--- config.mk ---
export PLATFORM = sky130hd
export DESIGN_NAME = mfm_cell_gen
export DESIGN_NICKNAME = d
export VERILOG_FILES = /design/src/rtl/mfm_pkg.sv /design/src/rtl/mfm_cell_timer.sv /design/src/rtl/mfm_encoder.sv /design/src/rtl/mfm_pulse_shaper.sv /design/src/rtl/mfm_cell_gen.sv
export SDC_FILE = /design/constraint.sdc
export NUM_CORES = 1
export LEC_CHECK = 0
export ABC_AREA = 1
export BUFFER_PORTS_ARGS = -buffer_cell sky130_fd_sc_hd__buf_4
export CORE_UTILIZATION = 35
export DETAILED_ROUTE_END_ITERATION = 6
export GPL_TIMING_DRIVEN = 0
export HOLD_SLACK_MARGIN = 0.08
export PLACE_DENSITY = 0.51
export SYNTH_ARGS = -nofsm -noshare
export SYNTH_HDL_FRONTEND = slang
export SYNTH_SLANG_ARGS = --single-unit
--- constraint.sdc ---
create_clock -name clk -period 15.82 [get_ports clk]
set_input_delay 3.164 -clock clk [delete_from_list [all_inputs] [get_ports clk]]
set_output_delay 3.164 -clock clk [all_outputs]
set_load 0.05 [all_outputs]
--- src/rtl/mfm_pkg.sv ---
package mfm_pkg;

    // Density value that stands for a cell of nominal width.
    localparam int DENS_UNIT = 1000;

    // Kind of raw cell that the encoder is producing.
    typedef enum logic [1:0] {
        CELL_OFF   = 2'd0,
        CELL_CLOCK = 2'd1,
        CELL_DATA  = 2'd2,
        CELL_GAP   = 2'd3
    } cell_state_e;

    // Bits needed to hold the longest possible cell length.
    function automatic int cell_len_bits(int dens_w, int nom_ticks);
        return $clog2((((2 ** dens_w) - 1) * nom_ticks) / DENS_UNIT + 2);
    endfunction

endpackage

--- src/rtl/mfm_cell_timer.sv ---
module mfm_cell_timer
    import mfm_pkg::*;
#(
    parameter int NOM_TICKS = 250,
    parameter int DENS_W    = 11,
    localparam int LEN_W    = cell_len_bits(DENS_W, NOM_TICKS)
) (
    input  logic              clk,
    input  logic              rst_n,
    input  logic              en,
    input  logic [DENS_W-1:0] cell_dens,
    output logic              load,
    output logic              running,
    output logic [LEN_W-1:0]  phase
);

    localparam int REM_W = $clog2(DENS_UNIT);
    localparam int SUM_W = DENS_W + $clog2(NOM_TICKS + 1) + 1;

    logic [LEN_W-1:0] left_q;
    logic [LEN_W-1:0] phase_q;
    logic [REM_W-1:0] rem_q;
    logic             running_q;

    logic [SUM_W-1:0] sum;
    logic [SUM_W-1:0] quot;
    logic [LEN_W-1:0] next_len;
    logic [REM_W-1:0] next_rem;

    // Scaled cell length with the carried fraction, floored at one tick.
    always_comb begin
        sum      = SUM_W'(cell_dens) * SUM_W'(NOM_TICKS) + SUM_W'(rem_q);
        quot     = sum / SUM_W'(DENS_UNIT);
        next_rem = REM_W'(sum % SUM_W'(DENS_UNIT));
        next_len = (quot == '0) ? LEN_W'(1) : LEN_W'(quot);
    end

    // A new cell is loaded on the first enabled cycle and at the end of each cell.
    assign load    = en && (!running_q || (left_q == LEN_W'(1)));
    assign running = running_q;
    assign phase   = phase_q;

    always_ff @(posedge clk) begin
        if (!rst_n || !en) begin
            running_q <= 1'b0;
            left_q    <= '0;
            phase_q   <= '0;
            rem_q     <= '0;
        end else if (load) begin
            running_q <= 1'b1;
            left_q    <= next_len;
            phase_q   <= '0;
            rem_q     <= next_rem;
        end else begin
            left_q    <= left_q - LEN_W'(1);
            phase_q   <= phase_q + LEN_W'(1);
        end
    end

    AST_LEN_NONZERO: assert property (@(posedge clk) disable iff (!rst_n)
        running_q |-> (left_q != '0));

endmodule

--- src/rtl/mfm_encoder.sv ---
module mfm_encoder
    import mfm_pkg::*;
#(
    parameter int DATA_W = 8,
    parameter int DENS_W = 11
) (
    input  logic              clk,
    input  logic              rst_n,
    input  logic              en,
    input  logic              load,
    input  logic              in_valid,
    input  logic [DATA_W-1:0] in_data,
    input  logic [DENS_W-1:0] in_dens,
    output logic              in_ready,
    output logic [DENS_W-1:0] cell_dens,
    output logic              cell_bit,
    output logic              underrun
);

    localparam int SLOT_W    = $clog2(2 * DATA_W);
    localparam int LAST_SLOT = 2 * DATA_W - 1;
    localparam int MSB       = DATA_W - 1;

    cell_state_e        state_q, state_d;
    logic [SLOT_W-1:0]  slot_q;
    logic [DATA_W-1:0]  shreg_q;
    logic [DENS_W-1:0]  dens_q;
    logic               prev_q;
    logic               bit_q;
    logic               under_q;
    logic               byte_end;
    logic               take;

    assign byte_end  = (state_q == CELL_OFF) || (slot_q == SLOT_W'(LAST_SLOT));
    assign in_ready  = load && byte_end;
    assign take      = in_ready && in_valid;
    assign cell_dens = take ? in_dens : dens_q;
    assign cell_bit  = bit_q;
    assign underrun  = under_q;

    // Next-state logic: start, bit half, next bit, byte boundary, stop.
    always_comb begin
        state_d = state_q;
        if (!en) begin
            state_d = CELL_OFF;
        end else if (load) begin
            if (byte_end) begin
                state_d = in_valid ? CELL_CLOCK : CELL_GAP;
            end else begin
                unique case (state_q)
                    CELL_CLOCK: state_d = CELL_DATA;
                    CELL_DATA:  state_d = CELL_CLOCK;
                    CELL_GAP:   state_d = CELL_GAP;
                    CELL_OFF:   state_d = CELL_CLOCK;
                endcase
            end
        end
    end

    // State register.
    always_ff @(posedge clk) begin
        if (!rst_n) state_q <= CELL_OFF;
        else        state_q <= state_d;
    end

    // Cell contents, byte shifter and flags.
    always_ff @(posedge clk) begin
        if (!rst_n) begin
            slot_q  <= '0;
            shreg_q <= '0;
            dens_q  <= DENS_W'(DENS_UNIT);
            prev_q  <= 1'b0;
            bit_q   <= 1'b0;
            under_q <= 1'b0;
        end else if (!en) begin
            slot_q  <= '0;
            prev_q  <= 1'b0;
            bit_q   <= 1'b0;
            under_q <= 1'b0;
        end else if (load) begin
            if (byte_end) begin
                slot_q <= '0;
                if (in_valid) begin
                    shreg_q <= in_data;
                    dens_q  <= in_dens;
                    bit_q   <= !prev_q && !in_data[MSB];
                end else begin
                    bit_q   <= 1'b0;
                    prev_q  <= 1'b0;
                    under_q <= 1'b1;
                end
            end else begin
                slot_q <= slot_q + SLOT_W'(1);
                case (state_q)
                    CELL_CLOCK: begin
                        bit_q  <= shreg_q[MSB];
                        prev_q <= shreg_q[MSB];
                    end
                    CELL_DATA: begin
                        shreg_q <= shreg_q << 1;
                        bit_q   <= !prev_q && !shreg_q[MSB-1];
                    end
                    default: bit_q <= 1'b0;
                endcase
            end
        end
    end

    AST_UNDERRUN_HOLD: assert property (@(posedge clk) disable iff (!rst_n)
        (under_q && en) |=> under_q);

    AST_GAP_SILENT: assert property (@(posedge clk) disable iff (!rst_n)
        (state_q == CELL_GAP) |-> !bit_q);

endmodule

--- src/rtl/mfm_pulse_shaper.sv ---
module mfm_pulse_shaper #(
    parameter int PULSE_TICKS = 125,
    parameter int LEN_W       = 10
) (
    input  logic             running,
    input  logic [LEN_W-1:0] phase,
    input  logic             cell_bit,
    output logic             rd_n,
    output logic             cell_stb
);

    logic in_window;

    // The pulse window opens at the cell start; a short cell cuts it off.
    assign in_window = int'(phase) < PULSE_TICKS;
    assign cell_stb  = running && (phase == '0);
    assign rd_n      = !(running && cell_bit && in_window);

endmodule

--- src/rtl/mfm_cell_gen.sv ---
module mfm_cell_gen
    import mfm_pkg::*;
#(
    parameter int NOM_TICKS   = 250,
    parameter int PULSE_TICKS = 125,
    parameter int DATA_W      = 8,
    parameter int DENS_W      = 11
) (
    input  logic              clk,
    input  logic              rst_n,
    input  logic              en,
    input  logic [DATA_W-1:0] in_data,
    input  logic [DENS_W-1:0] in_dens,
    input  logic              in_valid,
    output logic              in_ready,
    output logic              rd_n,
    output logic              cell_stb,
    output logic              underrun
);

    localparam int LEN_W = cell_len_bits(DENS_W, NOM_TICKS);

    logic              load;
    logic              running;
    logic [LEN_W-1:0]  phase;
    logic [DENS_W-1:0] cell_dens;
    logic              cell_bit;

    mfm_cell_timer #(
        .NOM_TICKS (NOM_TICKS),
        .DENS_W    (DENS_W)
    ) u_timer (
        .clk       (clk),
        .rst_n     (rst_n),
        .en        (en),
        .cell_dens (cell_dens),
        .load      (load),
        .running   (running),
        .phase     (phase)
    );

    mfm_encoder #(
        .DATA_W    (DATA_W),
        .DENS_W    (DENS_W)
    ) u_encoder (
        .clk       (clk),
        .rst_n     (rst_n),
        .en        (en),
        .load      (load),
        .in_valid  (in_valid),
        .in_data   (in_data),
        .in_dens   (in_dens),
        .in_ready  (in_ready),
        .cell_dens (cell_dens),
        .cell_bit  (cell_bit),
        .underrun  (underrun)
    );

    mfm_pulse_shaper #(
        .PULSE_TICKS (PULSE_TICKS),
        .LEN_W       (LEN_W)
    ) u_shaper (
        .running  (running),
        .phase    (phase),
        .cell_bit (cell_bit),
        .rd_n     (rd_n),
        .cell_stb (cell_stb)
    );

    AST_PULSE_AT_START: assert property (@(posedge clk) disable iff (!rst_n)
        $fell(rd_n) |-> cell_stb);

    AST_OFF_QUIET: assert property (@(posedge clk) disable iff (!rst_n)
        !en |=> (rd_n && !cell_stb));

    AST_READY_THEN_CELL: assert property (@(posedge clk) disable iff (!rst_n)
        in_ready |=> cell_stb);

    AST_ONE_READY: assert property (@(posedge clk) disable iff (!rst_n)
        in_ready |=> !in_ready);

endmodule

# Word level (Yosys, flattened, before mapping)
# Index checks and enable logic that the tools add are counted.
[op_classes]
n_bitwise = 1
order_cmp = 1
div = 2
shifts = 0
multipliers = 1
addsub = 4
reduce_logical = 30
muxes = 16
eq_ne = 7
[ops]
columns = ["cell", "n"]
rows = [
  ["$mux W8", 3],
  ["$add A19 B10 Y20", 1],
  ["$div A20 B10 Y20 const B", 1],
  ["$logic_not A20 Y1", 1],
  ["$mod A20 B10 Y20 const B", 1],
  ["$mux W10", 2],
  ["$mul A11 B7 Y18 const B", 1],
  ["$mux W11", 1],
  ["$add A10 B1 Y10 const B", 1],
  ["$eq A10 B1 Y1 const B", 1],
  ["$logic_not A10 Y1", 1],
  ["$lt A10 B7 Y1 const B", 1],
  ["$sub A10 B1 Y10 const B", 1],
  ["$logic_and A1 B1 Y1", 8],
  ["$reduce_and A4 Y1", 2],
  ["$logic_not A1 Y1", 7],
  ["$pmux W2 S3", 1],
  ["$reduce_and A3 Y1", 2],
  ["$mux W1", 5],
  ["$add A4 B1 Y4 const B", 1],
  ["$eq A2 B2 Y1 const B", 2],
  ["$eq A4 B4 Y1 const B", 1],
  ["$mux W2", 2],
  ["$mux W4", 1],
  ["other kinds (9)", 14],
]
[word_totals]
ram_bits = 0
output_inout_bits = 4
wordCells = 73
rom_bits = 0
ff_bits = 59
latchBits = 0
n_memories = 0

# Depth between registers and ports, before layout
# Gate-level depths: netlist of run 1.
[depth]
depth_word = 12
ltp_mapped = 99
ltp_nobuf = 99

# Modules after synthesis
# Synthesis of run 1 repeated with hierarchy kept, for this count alone.
[unflattened]
hier_cells = 1294
hier_area_um2 = 8593.2
[by_module_without_submodules]
columns = ["module", "n_inst", "area_each_um2", "cells_each"]
rows = [
  ["mfm_cell_timer", 1, 6964.2, 1045],
  ["mfm_encoder", 1, 1531.5, 225],
  ["mfm_pulse_shaper", 1, 97.6, 24],
]

# Worst setup path before layout of run 1
# No wires, ideal clock.
[synth_path]
kind = "in2reg"
from = "input port in_valid"
to = "register u_timer.rem_q[4]"
cell_stages = 82
setup_time_ns = 0.110
path_slack_ns = 2.625
n_path_buf = 0
arrival_time_ns = 13.085
t_required_ns = 15.710
cell_sequence = "inv_1 nor2_8 nand3_4 inv_1 o21ai_0 ha_1 ha_1 xor2_1 ha_1 a31o_2 inv_1 fa_1 fa_1 inv_1 ha_1 a21oi_1 nand3_1 xor2_1 [46 not listed] inv_2 nand3_2 nand2_2 nand2_2 nand2_2 a21oi_1 o21ai_1 inv_1 nor2_1 nand3_2 inv_2 nand2_1 nand2_2 nand2_1 nand2_1 nand2_1 nand3_1 inv_1"
[synth_via]
elab_chain_len = 5
[synth_rtl]
columns = ["item", "line", "source"]
rows = [
  ["start: declaration", "mfm_cell_gen.sv:14", "input logic in_valid,"],
  ["$logic_and A1 B1 Y1", "mfm_encoder.sv:36", "assign take = in_ready && in_valid;"],
  ["$mux W11", "mfm_encoder.sv:37", "assign cell_dens = take ? in_dens : dens_q;"],
  ["$mul A11 B7 Y18", "mfm_cell_timer.sv:32", "sum = SUM_W'(cell_dens) * SUM_W'(NOM_TICKS) + SUM_W'(rem_q);"],
  ["$add A19 B10 Y20", "mfm_cell_timer.sv:32", ""],
  ["$mod A20 B10 Y20", "mfm_cell_timer.sv:34", "next_rem = REM_W'(sum % SUM_W'(DENS_UNIT));"],
  ["end signal: assignment", "mfm_cell_timer.sv:53", "rem_q <= next_rem;"],
  ["end: declaration", "mfm_cell_timer.sv:22", "logic [REM_W-1:0] rem_q;"],
]
# Every way passes these cells.
# A chain may end at the register's enable or synchronous reset.

# Final worst setup path of run 1
[layout_path]
from = "input port in_valid"
to = "register u_timer.rem_q[3]"
# The elaborated chain is that of the path after synthesis.

==> results of run 1 <==
[timing repair]
action | in CTS | in global routing
gates resized for setup | 0 | 6
setup endpoints to repair | 0 | 7
endpoints found under the hold margin | 0 | 0
[state kept, by name, summed over array words and instances (netlist names)]
register and flops:
u_encoder.cell_bit 1, u_encoder.dens_q 11, u_encoder.prev_q 1, u_encoder.shreg_q 8, u_encoder.slot_q 4, u_encoder.state_q 2, u_encoder.underrun 1, u_timer.left_q 10
u_timer.phase 10, u_timer.rem_q 9, u_timer.running 1
[cells in the mapped netlist (12+ instances only)]
library cell	n
sky130_fd_sc_hd__a211oi_1	13
sky130_fd_sc_hd__a21oi_1	52
sky130_fd_sc_hd__dfxtp_1	58
sky130_fd_sc_hd__fa_1	30
sky130_fd_sc_hd__ha_1	63
sky130_fd_sc_hd__inv_1	203
sky130_fd_sc_hd__inv_2	28
sky130_fd_sc_hd__nand2_1	329
sky130_fd_sc_hd__nand2_2	47
sky130_fd_sc_hd__nand3_1	89
sky130_fd_sc_hd__nand3_2	12
sky130_fd_sc_hd__nand4_1	18
sky130_fd_sc_hd__nor2_1	95
sky130_fd_sc_hd__nor2_2	14
sky130_fd_sc_hd__nor3_1	14
sky130_fd_sc_hd__o21ai_0	29
sky130_fd_sc_hd__xor2_1	26
[critical path: cells and delay by family]
kind | cells | cell delay (ps)
buf+inv | 12 | 1080
fa+ha+maj | 7 | 2510
simple gates | 42 | 5280
compound gates | 8 | 2180
xor+xnor | 3 | 610
[how the worst max path moves through the flow]
| stage | to | cells past startpoint |
|---|---|---|
| detailed placement | u_timer.rem_q[4] | 79 |
| global placement | u_timer.rem_q[4] | 81 |
| CTS | u_timer.rem_q[4] | 79 |
| global route | u_timer.rem_q[4] | 81 |
| floorplan | u_timer.rem_q[4] | 82 |
| finish | u_timer.rem_q[3] | 72 |
[through the flow]
stage / instance area (sq um) / hold slack [ps] / setup slack, ps / util, % / instances
after floorplan: 7930 / 417 / 2630 / - / 1244
after global routing: 8790 / 475 / 35.8 / 39.9 / 1565
after detailed placement: 8460 / 439 / 514 / 38.4 / 1549
after global placement: 8460 / 438 / 523 / 38.4 / 1549
after CTS: 8780 / 448 / 852 / 39.9 / 1565
final: 8790 / 444 / 1220 / 39.9 / 1565
[kinds of logic (layout without fill, tap and decap cells)]
kind of cell	Yosys count	in the layout	share of synthesized area, %
fa+ha+maj	93	93	17.5
buf+inv	244	285	11.7
compound gates	142	142	11.1
simple gates	667	667	40.1
xor+xnor	40	40	4.94
flops	58	58	14.6
[layout by cell type, fill, tap and decap left out, types with 25 or more instances in the layout]
| cell | count |
|---|---|
| sky130_fd_sc_hd__inv_1 | 203 |
| sky130_fd_sc_hd__inv_2 | 28 |
| sky130_fd_sc_hd__nand2_1 | 329 |
| sky130_fd_sc_hd__fa_1 | 30 |
| sky130_fd_sc_hd__nand2_2 | 47 |
| sky130_fd_sc_hd__buf_4 | 25 |
| sky130_fd_sc_hd__dfxtp_1 | 58 |
| sky130_fd_sc_hd__nor2_1 | 95 |
| sky130_fd_sc_hd__a21oi_1 | 51 |
| sky130_fd_sc_hd__nand3_1 | 89 |
| sky130_fd_sc_hd__xor2_1 | 26 |
| sky130_fd_sc_hd__ha_1 | 63 |
| sky130_fd_sc_hd__o21ai_0 | 26 |
[layout make-up]
| class | count | area share, % |
|---|---|---|
| buffer | 12 | 0.598 |
| clock buffer | 10 | 2.60 |
| clock inverter | 6 | 1.04 |
| inverter | 232 | 9.94 |
| multi-input combinational | 942 | 66.5 |
| sequential | 58 | 13.2 |
| tap | 280 | 3.99 |
| timing repair buffer | 25 | 2.14 |
[per-layer routing]
layer	track usage (%)	vias to the layer above
li1	-	4002
met1	21.9	3250
met2	29.8	56
met3	2.19	17
met4	4.76	0
met5	0	-
==> qor.txt, run 1 <==
STATUS
--------------------------------------------------------------------------------
Outcome                                                             complete, no violations

TIMING
--------------------------------------------------------------------------------
Number of max-slew violations in the final report                              0
Summed negative setup slack over all endpoints                              0 ps
Minimum period implied by the final worst setup slack                  14,600 ps
Pin slew with the least headroom to its limit                             947 ps
Setup Skew                                                               8.77 ps
Period utilisation layout                                                  92.3%
Achievable Freq                                                         68.5 MHz
Final Setup Violations                                                         0
RSZ-0062 raised after global routing                                       false
Final Hold Violating Endpoints                                                 0
Max-slew headroom                                                          36.2%

PLACEMENT
--------------------------------------------------------------------------------
Detailed Place HPWL                                                    15,700 um
Count of port buffers added during placement                                  25
Placer's final routability congestion estimate                             0.812

CELLS AND AREA
--------------------------------------------------------------------------------
Nets                                                                       1,396
Area grow syn2layout                                                       10.9%
Multi-input gate area in the final layout                             5840 sq um
Fraction of final layout cells sized beyond drive strength 1               15.2%
Antenna diode instance count                                                   0
Layout fillers                                                             2,489
Sequential cell area in the final layout                              1160 sq um

LOGIC SYNTHESIS
--------------------------------------------------------------------------------
Average footprint of a synthesized cell                               6.37 sq um
Number of storage elements in the synthesis netlist                           58
Largest area contributor in the synthesized netlist                 sky130_fd_sc_hd__nand2_1
Post-Synthesis Cell Area                                              7930 sq um
Async set or reset register ratio after synthesis                             0%
Dominant cells by area after synthesis                              sky130_fd_sc_hd__nand2_1, sky130_fd_sc_hd__dfxtp_1, sky130_fd_sc_hd__ha_1
Number of standard cells after synthesis                                   1,244
Count of flip-flops with a built-in enable after synthesis                     0
Top flip-flop cell by instance count after synthesis                sky130_fd_sc_hd__dfxtp_1
Syn_nets                                                                   1,360
Unique masters post-synth                                                     56
Register area share after synthesis                                        14.6%
Top-area cell type share of the netlist area                               15.6%
Total number of yosys warnings                                                 0

GRT
--------------------------------------------------------------------------------
Number of antenna violations at the first check in global routing              0
Overall Global Routing Usage                                               17.0%
First-pass GRT wire length                                             33,000 um
Via count of the first global-routing pass                                 7,226
Total overflow reported by the global router                                   0
Maximum number of pins on one net before global-route repair                  12

SETUP PATH
--------------------------------------------------------------------------------
Crit Reg-Reg Endpoint                                               u_timer.rem_q[3]
Number of cells on the worst reg-to-reg path                                  75
Slowest library cell on the worst path                              sky130_fd_sc_hd__o21ai_1
Kind of critical path                                                     in2reg
Startpoint of the worst setup timing path                               in_valid
Crit path launch type                                                 input port
Highest net fanout along the worst path                                       10
Worst r2r src                                                       u_encoder.state_q[0]
Critical path capture point type                                            flop
Worst EP arrival                                                       14,850 ps
Peak per-stage delay on the critical path                                 520 ps
Cell type with the highest occurrence count on the critical path    sky130_fd_sc_hd__nand2_1
Register-to-Register Setup Slack                                         3280 ps
Required arrival time at the worst endpoint                            16,060 ps

CLOCKING
--------------------------------------------------------------------------------
Buffer depth of the longest clock path                                         2
Skew-Pair Late Insertion Delay                                            350 ps
Post-CTS Repair Setup Buffers                                                  0
CTS tree                                                                    done
Total CTS buffers                                                              9
Maximum level of the CTS H-tree                                                3
Buffer type at the clock tree root                                  sky130_fd_sc_hd__clkbuf_16
Clk sinks                                                                     58
Hold buffer count at cts                                                       0
Worst-path clk slew                                                        60 ps

DIE
--------------------------------------------------------------------------------
Floorplan die area                                                  23,300 sq um
Initial core utilization                                                   36.0%
Standard-cell rows                                                            54
Die Y-Extent                                                              152 um
Die span in x                                                             152 um
Top-Level Pins                                                                27
Core Region                                                         22,000 sq um

ROUTE
--------------------------------------------------------------------------------
Initial detailed-routing violation count                                     287
Number of remaining DRC errors                                                 0
Post-detailed-route count of antenna-violating nets                            0
Average wire length per cell after detail routing                        12.1 um
Top Metal Used                                                              met4
Met2 Wirelength                                                          8670 um
Vias after detailed routing                                                7,325
Number of detailed-routing iterations run before antenna repair                4
Routed length on met3                                                     352 um
Wire length after detailed routing                                     18,900 um
Average vias per placed instance                                            4.68
M1 wire length                                                           9560 um

HOLD PATH
--------------------------------------------------------------------------------
Startpoint of the lowest-slack hold path                            u_timer.phase[0]
Cell depth of the worst min-delay path                                         1
Class of the tightest hold or removal check                              reg2reg
Hold Path End                                                       u_timer.phase[0]

JOB
--------------------------------------------------------------------------------
Max-cap violations                                                             0

Power of run 1 is left out: the tool's default activity adds up to more than one toggle a clock period on the data nets, which glitch-free logic cannot reach.
==> run 2, diff against run 1 <==
CORE_UTILIZATION = 45   (was 35)
PLACE_DENSITY = 0.62   (was 0.51)
==> run 2 against run 1 <==
Critical endpoint is now u_timer.rem_q[7]. Largest cell class unchanged. Worst setup slack better by 240 ps. Via count about the same. Sequential cell count unchanged. Clock skew down 1.6 ps. Die area down 22%.
==> qor.txt, run 2 (synthesis results as in run 1) <==
STATUS
--------------------------------------------------------------------------------
Outcome                                                             complete, no violations

ROUTE
--------------------------------------------------------------------------------
Vias after detailed routing                                                7,324   -0.014%
Average vias per placed instance                                            4.86   +3.8%
Average wire length per cell after detail routing                        11.8 um   -2.2%
Number of remaining DRC errors                                                 0   unchanged
Post-detailed-route count of antenna-violating nets                            0   unchanged
Initial detailed-routing violation count                                     258   -10%
Wire length after detailed routing                                     17,800 um   -5.8%
Number of detailed-routing iterations run before antenna repair                5   +1

DIE
--------------------------------------------------------------------------------
Top-Level Pins                                                                27   unchanged
Die span in x                                                             135 um   -12%
Floorplan die area                                                  18,100 sq um   -22%
Initial core utilization                                                   46.0%   +10 points
Core Region                                                         17,200 sq um   -22%
Standard-cell rows                                                            48   -11%
Die Y-Extent                                                              135 um   -12%

SETUP PATH
--------------------------------------------------------------------------------
Required arrival time at the worst endpoint                            16,050 ps   about the same
Cell type with the highest occurrence count on the critical path    sky130_fd_sc_hd__nand2_1
Worst EP arrival                                                       14,590 ps   -260 ps
Kind of critical path                                                     in2reg
Critical path capture point type                                            flop
Crit path launch type                                                 input port
Peak per-stage delay on the critical path                                 510 ps   about the same
Slowest library cell on the worst path                              sky130_fd_sc_hd__fa_1
Highest net fanout along the worst path                                       10   unchanged

TIMING
--------------------------------------------------------------------------------
Period utilisation layout                                                  90.8%   -1.5 points
Minimum period implied by the final worst setup slack                  14,360 ps   -243 ps
Achievable Freq                                                         69.6 MHz   +1.7%
Summed negative setup slack over all endpoints                              0 ps   unchanged
Pin slew with the least headroom to its limit                            1040 ps   +96.4 ps
RSZ-0062 raised after global routing                                       false
Setup Skew                                                               7.18 ps   -1.59 ps
Max-slew headroom                                                          29.7%   -6.5 points
Final Setup Violations                                                         0   unchanged
Number of max-slew violations in the final report                              0   unchanged
Final Hold Violating Endpoints                                                 0   unchanged

JOB
--------------------------------------------------------------------------------
Max-cap violations                                                             0   unchanged

CLOCKING
--------------------------------------------------------------------------------
Hold buffer count at cts                                                       0   unchanged
CTS tree                                                                    done
Skew-Pair Late Insertion Delay                                            340 ps   about the same
Total CTS buffers                                                              9   unchanged
Buffer depth of the longest clock path                                         2   unchanged
Buffer type at the clock tree root                                  sky130_fd_sc_hd__clkbuf_16
Post-CTS Repair Setup Buffers                                                  0   unchanged
Clk sinks                                                                     58   unchanged
Maximum level of the CTS H-tree                                                3   unchanged
Worst-path clk slew                                                        50 ps   about the same

PLACEMENT
--------------------------------------------------------------------------------
Detailed Place HPWL                                                    14,700 um   -6.2%
Count of port buffers added during placement                                  25   unchanged
Placer's final routability congestion estimate                             0.843   +3.8%

CELLS AND AREA
--------------------------------------------------------------------------------
Largest register FFs                                                          11   unchanged
Area grow syn2layout                                                       10.1%
Commonest non-fill, non-tap cell in the layout                      sky130_fd_sc_hd__nand2_1
Commonest cells after routing, fill and taps aside                  sky130_fd_sc_hd__nand2_1, sky130_fd_sc_hd__inv_1, sky130_fd_sc_hd__nor2_1
Nets                                                                       1,396   unchanged
Fraction of final layout cells sized beyond drive strength 1               15.2%   +0.024 points
Antenna diode instance count                                                   0   unchanged
Largest Register                                                    u_encoder.dens_q

GRT
--------------------------------------------------------------------------------
Total overflow reported by the global router                                   0   unchanged
Maximum number of pins on one net before global-route repair                  11   -1
First-pass GRT wire length                                             31,000 um   -6.1%
Overall Global Routing Usage                                               20.9%   +3.9 points
Number of antenna violations at the first check in global routing              0   unchanged
Via count of the first global-routing pass                                 6,849   -5.2%

HOLD PATH
--------------------------------------------------------------------------------
Class of the tightest hold or removal check                              reg2reg

run 2: per-stage QoR:
step	cells	utilization, %	setup slack (ps)	cell area, sq um	hold WS, ps
2_1_floorplan	1244	-	2630	7930	417
3_3_place_gp	1494	48.7	805	8400	438
3_5_place_dp	1494	48.7	774	8400	448
4_1_cts	1508	50.6	1050	8720	455
5_1_grt	1508	50.7	35.3	8730	474
6_report	1508	50.7	1460	8730	455
run 2: path summary, 6_finish.rpt:
path / from / to / slack, ps / cells after the start
worst min register to register: u_timer.phase[0] / u_timer.phase[0] / 460 / 1
worst max-delay path: in_valid / u_timer.rem_q[7] / 1460 / 76
worst max register to register: u_encoder.state_q[0] / u_timer.rem_q[7] / 3550 / 78
worst min-delay path: u_timer.phase[0] / u_timer.phase[0] / 460 / 1
run 2: metal layers:
metal / track usage, % / up-vias / share of wire [%]
met3: 2.74 / 17 / 1.8
met4: 6.55 / 0 / 2.3
met5: 0 / - / 0
met2: 35.9 / 55 / 47
met1: 27.2 / 3251 / 49
li1: - / 4001 / -
run 2: what timing repair did:
action / CTS / global route
setup endpoints to repair: 0 / 8
hold endpoints to repair: 0 / 0
resized for setup: 0 / 7
run 2: area by class of cell:
class | instances | area [sq um]
Sequential cell | 58 | 1160
Timing Repair Buffer | 25 | 188
Fill cell | 1789 | 8510
Clock inverter | 2 | 60.1
Clock buffer | 12 | 267
Buffer | 12 | 52.6
Inverter | 232 | 873
Tap cell | 225 | 282
Multi-Input combinational cell | 942 | 5850
run 2: worst max-delay path, delay by kind of cell:
| kind | cells | cell delay (ps) |
|---|---|---|
| XOR/XNOR | 2 | 450 |
| adder cells (fa/ha/maj) | 6 | 2440 |
| AO/OA/AOI/OAI | 6 | 1410 |
| buffers and inverters | 11 | 1120 |
| AND/OR/NAND/NOR | 51 | 5940 |
Power of run 2 is left out for the same reason.
